[config.mk]
export PLATFORM = sky130hd
export DESIGN_NAME = defl_router
export DESIGN_NICKNAME = d
export VERILOG_FILES = /design/src/rtl/defl_rtr_pkg.sv /design/src/rtl/defl_dor_route.sv /design/src/rtl/defl_alloc.sv /design/src/rtl/defl_router.sv
export SDC_FILE = /design/constraint.sdc
export NUM_CORES = 1
export LEC_CHECK = 0
export BUFFER_PORTS_ARGS = -buffer_cell sky130_fd_sc_hd__buf_2
export CAP_MARGIN = 20
export CORE_UTILIZATION = 25
export CTS_BUF_LIST = sky130_fd_sc_hd__clkbuf_4 sky130_fd_sc_hd__clkbuf_8
export DETAILED_ROUTE_END_ITERATION = 16
export HOLD_SLACK_MARGIN = 0.02
export PLACE_DENSITY_LB_ADDON = 0.12
export SLEW_MARGIN = 20
export SYNTH_ARGS = -nofsm -noshare
export SYNTH_HDL_FRONTEND = slang
export SYNTH_HIERARCHICAL = 1
export SYNTH_SLANG_ARGS = --single-unit
[constraint.sdc]
create_clock -name clk -period 21.9 [get_ports clk]
set_input_delay 1.095 -clock clk [delete_from_list [all_inputs] [get_ports clk]]
set_output_delay 1.095 -clock clk [all_outputs]
set_load 0.05 [all_outputs]
[src/rtl/defl_rtr_pkg.sv]
package defl_rtr_pkg;

    localparam int unsigned NLINK = 4;

    // Link indices double as the tie-break order (lower wins).
    typedef enum logic [2:0] {
        PORT_N = 3'd0,
        PORT_E = 3'd1,
        PORT_S = 3'd2,
        PORT_W = 3'd3,
        PORT_L = 3'd4
    } port_e;

endpackage

[src/rtl/defl_dor_route.sv]
module defl_dor_route
    import defl_rtr_pkg::*;
#(
    parameter int unsigned XW   = 3,
    parameter int unsigned YW   = 3,
    parameter int unsigned MY_X = 2,
    parameter int unsigned MY_Y = 2
) (
    input  logic [XW-1:0] dst_x,
    input  logic [YW-1:0] dst_y,
    output port_e         pref
);

    localparam logic [XW-1:0] HX = XW'(MY_X);
    localparam logic [YW-1:0] HY = YW'(MY_Y);

    // X dimension first, then Y, then local.
    always_comb begin
        if (dst_x > HX)      pref = PORT_E;
        else if (dst_x < HX) pref = PORT_W;
        else if (dst_y > HY) pref = PORT_N;
        else if (dst_y < HY) pref = PORT_S;
        else                 pref = PORT_L;
    end

endmodule

[src/rtl/defl_alloc.sv]
module defl_alloc
    import defl_rtr_pkg::*;
#(
    parameter int unsigned AW = 4
) (
    input  logic                        clk,
    input  logic                        rst_n,
    input  logic [NLINK-1:0]            vld,
    input  logic [NLINK-1:0][AW-1:0]    age,
    input  port_e                       pref [NLINK],
    input  logic                        inj_vld,
    input  port_e                       inj_pref,
    output logic [NLINK-1:0]            out_used,
    output logic [NLINK-1:0][2:0]       out_src,
    output logic                        ej_used,
    output logic [1:0]                  ej_src,
    output logic                        inj_fire,
    output logic                        inj_rdy,
    output logic [2:0]                  defl_cnt
);

    logic [2:0] rank [NLINK];
    logic       free_found;

    // Rank = number of valid flits that beat this one (older, or same age on a lower index).
    always_comb begin : rank_calc
        for (int i = 0; i < NLINK; i++) begin
            rank[i] = '0;
            for (int j = 0; j < NLINK; j++) begin
                if (j != i && vld[j] &&
                    (age[j] > age[i] || (age[j] == age[i] && j < i)))
                    rank[i] = rank[i] + 3'd1;
            end
        end
    end

    // Place flits in rank order; losers take the lowest free link.
    always_comb begin : place
        out_used   = '0;
        out_src    = '0;
        ej_used    = 1'b0;
        ej_src     = '0;
        inj_fire   = 1'b0;
        defl_cnt   = '0;
        free_found = 1'b0;
        for (int r = 0; r < NLINK; r++) begin
            for (int i = 0; i < NLINK; i++) begin
                if (vld[i] && rank[i] == 3'(r)) begin
                    if (pref[i] == PORT_L && !ej_used) begin
                        ej_used = 1'b1;
                        ej_src  = 2'(i);
                    end else if (pref[i] != PORT_L && !out_used[pref[i][1:0]]) begin
                        out_used[pref[i][1:0]] = 1'b1;
                        out_src[pref[i][1:0]]  = 3'(i);
                    end else begin
                        defl_cnt   = defl_cnt + 3'd1;
                        free_found = 1'b0;
                        for (int k = 0; k < NLINK; k++) begin
                            if (!free_found && !out_used[k]) begin
                                free_found  = 1'b1;
                                out_used[k] = 1'b1;
                                out_src[k]  = 3'(i);
                            end
                        end
                    end
                end
            end
        end
        inj_rdy = ~&out_used;
        if (inj_vld && inj_rdy) begin
            inj_fire = 1'b1;
            if (inj_pref != PORT_L && !out_used[inj_pref[1:0]]) begin
                out_used[inj_pref[1:0]] = 1'b1;
                out_src[inj_pref[1:0]]  = 3'd4;
            end else begin
                free_found = 1'b0;
                for (int k = 0; k < NLINK; k++) begin
                    if (!free_found && !out_used[k]) begin
                        free_found  = 1'b1;
                        out_used[k] = 1'b1;
                        out_src[k]  = 3'd4;
                    end
                end
            end
        end
    end

    // Checker-side count of how many outputs each input landed on.
    logic [NLINK-1:0][2:0] hit_cnt;
    always_comb begin
        for (int i = 0; i < NLINK; i++) begin
            hit_cnt[i] = (ej_used && ej_src == 2'(i)) ? 3'd1 : 3'd0;
            for (int k = 0; k < NLINK; k++)
                if (out_used[k] && out_src[k] == 3'(i)) hit_cnt[i] = hit_cnt[i] + 3'd1;
        end
    end

    for (genvar g = 0; g < NLINK; g++) begin : g_chk
        p_every_flit_leaves_r3: assert property (@(posedge clk) disable iff (!rst_n)
            hit_cnt[g] == {2'b00, vld[g]});
    end

    p_eject_local_only_r4: assert property (@(posedge clk) disable iff (!rst_n)
        ej_used |-> (vld[ej_src] && pref[ej_src] == PORT_L));

    p_inject_needs_free_r6: assert property (@(posedge clk) disable iff (!rst_n)
        inj_fire |-> !((&vld) && !ej_used));

    p_deflect_bound_r8: assert property (@(posedge clk) disable iff (!rst_n)
        defl_cnt <= 3'($countones(vld)));

endmodule

[src/rtl/defl_router.sv]
module defl_router
    import defl_rtr_pkg::*;
#(
    parameter int unsigned XW   = 3,
    parameter int unsigned YW   = 3,
    parameter int unsigned AW   = 4,
    parameter int unsigned PW   = 8,
    parameter int unsigned MY_X = 2,
    parameter int unsigned MY_Y = 2,
    localparam int unsigned FW  = XW + YW + AW + PW
) (
    input  logic                       clk,
    input  logic                       rst_n,
    input  logic [NLINK-1:0]           lin_vld,
    input  logic [NLINK-1:0][FW-1:0]   lin_flit,
    input  logic                       inj_vld,
    input  logic [XW-1:0]              inj_dx,
    input  logic [YW-1:0]              inj_dy,
    input  logic [PW-1:0]              inj_pay,
    output logic                       inj_rdy,
    output logic [NLINK-1:0]           lout_vld,
    output logic [NLINK-1:0][FW-1:0]   lout_flit,
    output logic                       ej_vld,
    output logic [FW-1:0]              ej_flit,
    output logic                       starved,
    output logic [2:0]                 defl_cnt
);

    localparam int unsigned AGE_LO = PW;
    localparam int unsigned DY_LO  = PW + AW;
    localparam int unsigned DX_LO  = PW + AW + YW;

    port_e                     pref [NLINK];
    port_e                     inj_pref;
    logic [NLINK-1:0][AW-1:0]  in_age;
    logic [NLINK-1:0]          out_used;
    logic [NLINK-1:0][2:0]     out_src;
    logic                      ej_used;
    logic [1:0]                ej_src;
    logic                      inj_fire;
    logic [2:0]                defl_nxt;
    logic [FW-1:0]             inj_flit;
    logic [NLINK-1:0][FW-1:0]  nxt_flit;
    logic [FW-1:0]             base_tmp;
    logic [AW-1:0]             age_tmp;

    for (genvar g = 0; g < NLINK; g++) begin : g_route
        defl_dor_route #(.XW(XW), .YW(YW), .MY_X(MY_X), .MY_Y(MY_Y)) u_rt (
            .dst_x (lin_flit[g][DX_LO +: XW]),
            .dst_y (lin_flit[g][DY_LO +: YW]),
            .pref  (pref[g])
        );
        assign in_age[g] = lin_flit[g][AGE_LO +: AW];
    end

    defl_dor_route #(.XW(XW), .YW(YW), .MY_X(MY_X), .MY_Y(MY_Y)) u_rt_inj (
        .dst_x (inj_dx),
        .dst_y (inj_dy),
        .pref  (inj_pref)
    );

    defl_alloc #(.AW(AW)) u_alloc (
        .clk      (clk),
        .rst_n    (rst_n),
        .vld      (lin_vld),
        .age      (in_age),
        .pref     (pref),
        .inj_vld  (inj_vld),
        .inj_pref (inj_pref),
        .out_used (out_used),
        .out_src  (out_src),
        .ej_used  (ej_used),
        .ej_src   (ej_src),
        .inj_fire (inj_fire),
        .inj_rdy  (inj_rdy),
        .defl_cnt (defl_nxt)
    );

    assign inj_flit = {inj_dx, inj_dy, {AW{1'b0}}, inj_pay};

    // Select the source for each link and advance its age (saturating).
    always_comb begin
        base_tmp = '0;
        age_tmp  = '0;
        for (int k = 0; k < NLINK; k++) begin
            base_tmp = out_src[k][2] ? inj_flit : lin_flit[out_src[k][1:0]];
            age_tmp  = base_tmp[AGE_LO +: AW];
            if (age_tmp != {AW{1'b1}}) age_tmp = age_tmp + 1'b1;
            nxt_flit[k] = base_tmp;
            nxt_flit[k][AGE_LO +: AW] = age_tmp;
        end
    end

    always_ff @(posedge clk or negedge rst_n) begin
        if (!rst_n) begin
            lout_vld  <= '0;
            lout_flit <= '0;
            ej_vld    <= 1'b0;
            ej_flit   <= '0;
            starved   <= 1'b0;
            defl_cnt  <= '0;
        end else begin
            lout_vld  <= out_used;
            lout_flit <= nxt_flit;
            ej_vld    <= ej_used;
            ej_flit   <= lin_flit[ej_src];
            starved   <= inj_vld && !inj_rdy;
            defl_cnt  <= defl_nxt;
        end
    end

    p_flit_conservation_r9: assert property (@(posedge clk) disable iff (!rst_n)
        ($countones(out_used) + 32'(ej_used)) == ($countones(lin_vld) + 32'(inj_fire)));

    p_starved_follows_refusal_r7: assert property (@(posedge clk) disable iff (!rst_n)
        (inj_vld && !inj_rdy) |=> starved);

    for (genvar g = 0; g < NLINK; g++) begin : g_age_chk
        p_link_age_nonzero_r5: assert property (@(posedge clk) disable iff (!rst_n)
            lout_vld[g] |-> (lout_flit[g][AGE_LO +: AW] != '0));
    end

endmodule

Word level (Yosys, flattened, before mapping)
Index checks and enable logic that the tools add are counted.
{ "op_classes": {"eq_ne": 31, "muxes": 616, "bitwise": 48, "n_reduce_logical": 255, "n_lt_le_gt_ge": 47, "addsub": 27} }
{ "op_table": {"columns": ["op", "count"], "rows": [
  ["$mux 12", 47],
  ["$mux 3", 138],
  ["$mux 1", 307],
  ["$mux 4", 54],
  ["$bmux 18 s2", 5],
  ["$mux 18", 9],
  ["$logic_not 1->1", 129],
  ["$logic_and 1x1->1", 115],
  ["$or 4x4->4", 24],
  ["$add 3x1->3 const B", 23],
  ["$and 8x8->8", 8],
  ["$mux 2", 29],
  ["$gt 4x4->1", 12],
  ["$and 12x12->12", 3],
  ["$bmux 1 s2", 17],
  ["$or 8x8->8", 4],
  ["$demux 3 s2", 5],
  ["$gt 3x2->1 const B", 10],
  ["$lt 2x3->1 const B", 10],
  ["$lt 3x2->1 const B", 10],
  ["$eq 3x2->1 const B", 8],
  ["$eq 4x4->1", 6],
  ["$not 8->8", 3],
  ["$add 4x1->4 const B", 4],
  ["12 further kinds", 44]
]} }
{ "word_totals": {"inputBits": 93, "ff_bits": 99, "elab_cells": 1033, "out_inout_bits": 100} }

Longest topological paths before layout
{ "depth": {"depth_word": 417, "depth_mapped": 53} }

Cells and area by module
Netlist, hierarchy kept.
{ "by_module_without_submodules": {"columns": ["module", "n_inst", "cells_each", "area_per_inst_um2"], "rows": [
  ["defl_alloc", 1, 1013, 6899.1],
  ["defl_router", 1, 350, 5666.7],
  ["defl_dor_route", 5, 4, 36.3]
]} }

Worst setup path before layout
No wires, ideal clock.
{ "synth_path": {"kind": "input port to flip-flop", "start": "input lin_flit[46] (netlist name)", "end": "register lout_flit[45] (netlist name)", "path_stages": 50, "t_required_ns": 21.773, "path_slack_ns": 8.984, "setup_time_ns": 0.127, "t_arrival_ns": 12.789, "path_cell_list": "inv_1 -> ha_1 -> a21o_1 -> a21oi_1 -> o211ai_1 -> inv_1 -> ha_1 -> or3b_1 -> a211oi_1 -> nor3_1 -> o211ai_2 -> a221oi_1 -> a211o_1 -> nor4_4 -> mux2_4 -> and2_1 -> buf_6 -> o31ai_4 -> [14 not listed] -> a31oi_4 -> a31oi_2 -> a21boi_1 -> o2111ai_1 -> a21oi_2 -> nor2_2 -> o41ai_2 -> nor2_1 -> or3_1 -> maj3_2 -> a2bb2oi_1 -> nor3_1 -> clkbuf_1 -> clkinv_1 -> and2_1 -> ha_1 -> nand4_1 -> mux2_1"} }
{ "synth_rtl": {"columns": ["element", "line_no", "source"], "rows": [
  ["from (decl)", "defl_router.sv:15", "input logic [NLINK-1:0][FW-1:0] lin_flit,"],
  ["to (signal assigned)", "defl_router.sv:104", "lout_flit <= nxt_flit;"],
  ["to (decl)", "defl_router.sv:22", "output logic [NLINK-1:0][FW-1:0] lout_flit,"]
]} }

==> run_results.csv <==
group,metric,value,unit
run_status,run_status,"complete, no violations",
routing,wirelength_met1,23720,um
place,place.gp.congestion,0.9304,
die,top_level_ports,193,
layout,layout_common_cells,"sky130_fd_sc_hd__buf_2, sky130_fd_sc_hd__nand2_1, sky130_fd_sc_hd__nor2_1",
timing,fmax,65.93,MHz
worst_setup_path,critical-path-max-stage-delay,0.65,ns
die,floorplan.initialDensity,25.37,%
die,fp.dieW,227.6,um
die,die_y,227.6,um
layout,num-fill-cells,5402,
clock_network,clock_tree.root_cell,"sky130_fd_sc_hd__clkbuf_8",
clock_network,cts-htree-levels,3,
layout,final_common_cell,"sky130_fd_sc_hd__buf_2",
worst_setup_path,critical_path.max_fanout,18,
routing,num_vias,12990,
worst_setup_path,critical_path_buf_inv_count,3,
clock_network,cts_inserted_buffers,9,
synthesis,postSynthCellCount,1381,
layout,layout-drive-gt1-share,32.23,%
die,placeableCoreArea,0.05017,mm2
worst_setup_path,cpLargestDelayFamily,"compound AO/OA/AOI/OAI gates",
timing,max-slew-margin-rel,26.14,%
clock_network,tritoncts,"yes",
routing,drt-wirelength-per-cell,25.49,um
die,placement_rows,82,
grt,grtUsageTotal,21.94,%
place,postPlaceCellArea,0.01451,mm2
worst_setup_path,critPathSlowestCell,"sky130_fd_sc_hd__mux4_2",
clock_network,clkSinkCount,99,
routing,drt-initial-drc-count,1179,
timing,final_max_slew_viol_count,0,
clock_network,cts.repair_timing.setup_buffer_count,0,
routing,finalWirelength,57060,um
power_and_ir_drop,vdd_drop_max,40.23,uV
layout,design_area,0.01474,mm2
synthesis,syn_area_per_cell,9.215,um2
routing,number_of_drc_violations_after_detailed_routing,0,
worst_setup_path,required,22.22,ns
timing,setup_viol_count_final,0,
routing,drt.antenna.violating_nets,0,
clock_network,post_cts_hold_buffer_count,0,
clock_network,max-clock-path-buffers,2,
routing,drtPass1Iterations,8,
grt,global_route_wire_length_before_repair,84460,um
timing,tns,0,ns
routing,maxUsedRoutingLayer,"met5",
layout,area_growth_syn_to_layout,15.79,%
synthesis,synth.net_count,1521,
grt,largest_net_degree_at_the_start_of_global_routing,51,
clock_network,postCtsResizedCells,0,
timing,final_hold_viol_count,0,
timing,unrepaired_setup_endpoints_after_global_routing,"no",
die,design.die.area,0.05181,mm2
power_and_ir_drop,total_leakage_power,5.861,nW
worst_setup_path,timing_worst_setup_path_type,"in2reg",
worst_setup_path,worst_ep_arrival_time,15.49,ns
worst_hold_path,holdCritPathClass,"in2async",
grt,global_route.overflow_total,0,
grt,antenna_found_initial,7,
grt,number_of_global_route_vias_before_repair,12760,
timing,min_period_over_period,69.26,%
layout,num-nets-final,1699,
clock_network,cts.reportedPaths.clkPinSlew,0.11,ns
place,port_buffer_count,192,
routing,avgViaCountPerCell,5.804,
routing,met2WireLength,27040,um
worst_setup_path,path_depth,43,
place,dp_hpwl,44660,um
timing,finalWorstSetupSlack,6.733,ns
layout,final_core_utilization,29.37,%
timing,worst_slew_pin_slew,1.096,ns
routing,met3_length,4268,um
worst_setup_path,worst_setup_path_start_kind,"input port",
timing,layout_min_cycle_time,15.17,ns
place,dpl_worst_slack,6.260,ns
worst_setup_path,endpoint_kind,"flop",
power_and_ir_drop,cellPowerDensity,95.85,mW/mm2
job,timing.max_cap.violations,0,
synthesis,synth_area,0.01273,mm2
synthesis,yosysWarningCount,6,
flip-flops by register name, indices dropped and copies added, names as in the netlist:
signal / count
lout_vld: 4
lout_flit: 72
ej_vld: 1
starved: 1
ej_flit: 18
defl_cnt: 3
report_power, final:
group / switching [mW] / total, mW / internal [mW]
Sequential: 0.0189 / 0.266 / 0.247
Combinational: 0.689 / 1.02 / 0.327
Clock: 0.0730 / 0.130 / 0.0574
final cells by class:
class                      count  area [um2]  area share [%]
antenna                        2       5.005         0.03396
clock buffer                  10       137.6          0.9340
clock inverter                 6       72.57          0.4925
inverter                      42       157.7           1.070
multi-input combinational   1183        9833           66.73
sequential                    99        2477           16.81
tap                          672       840.8           5.706
timing repair buffer         224        1211           8.219
worst paths after layout:
path                       slack, ns                 endpoint          from
max                             6.73  lout_flit[64]$_DFF_PN0_  lin_flit[14]
min in group clk                0.94  lout_flit[36]$_DFF_PN0_    inj_pay[0]
min                             0.72    ej_flit[11]$_DFF_PN0_         rst_n
max in group asynchronous      20.04    defl_cnt[0]$_DFF_PN0_         rst_n
layer usage:
metal	GRT usage, %	vias to the layer above
met3	4.165	124
li1	-	5812
met2	37.62	571
met5	0	-
met1	27.26	6474
met4	7.967	8
stage by stage:
step | hold slack [ns] | total power [mW] | cells
3_5_place_dp | 1.175 | 1.281 | 2219
6_report | 0.7192 | 1.412 | 2238
5_1_grt | 0.7417 | 1.503 | 2237
3_3_place_gp | 1.170 | 1.283 | 2219
2_1_floorplan | 0.7994 | 1.019 | 1381
4_1_cts | 0.7159 | 1.417 | 2235
Power figures use the tool's default switching activity.
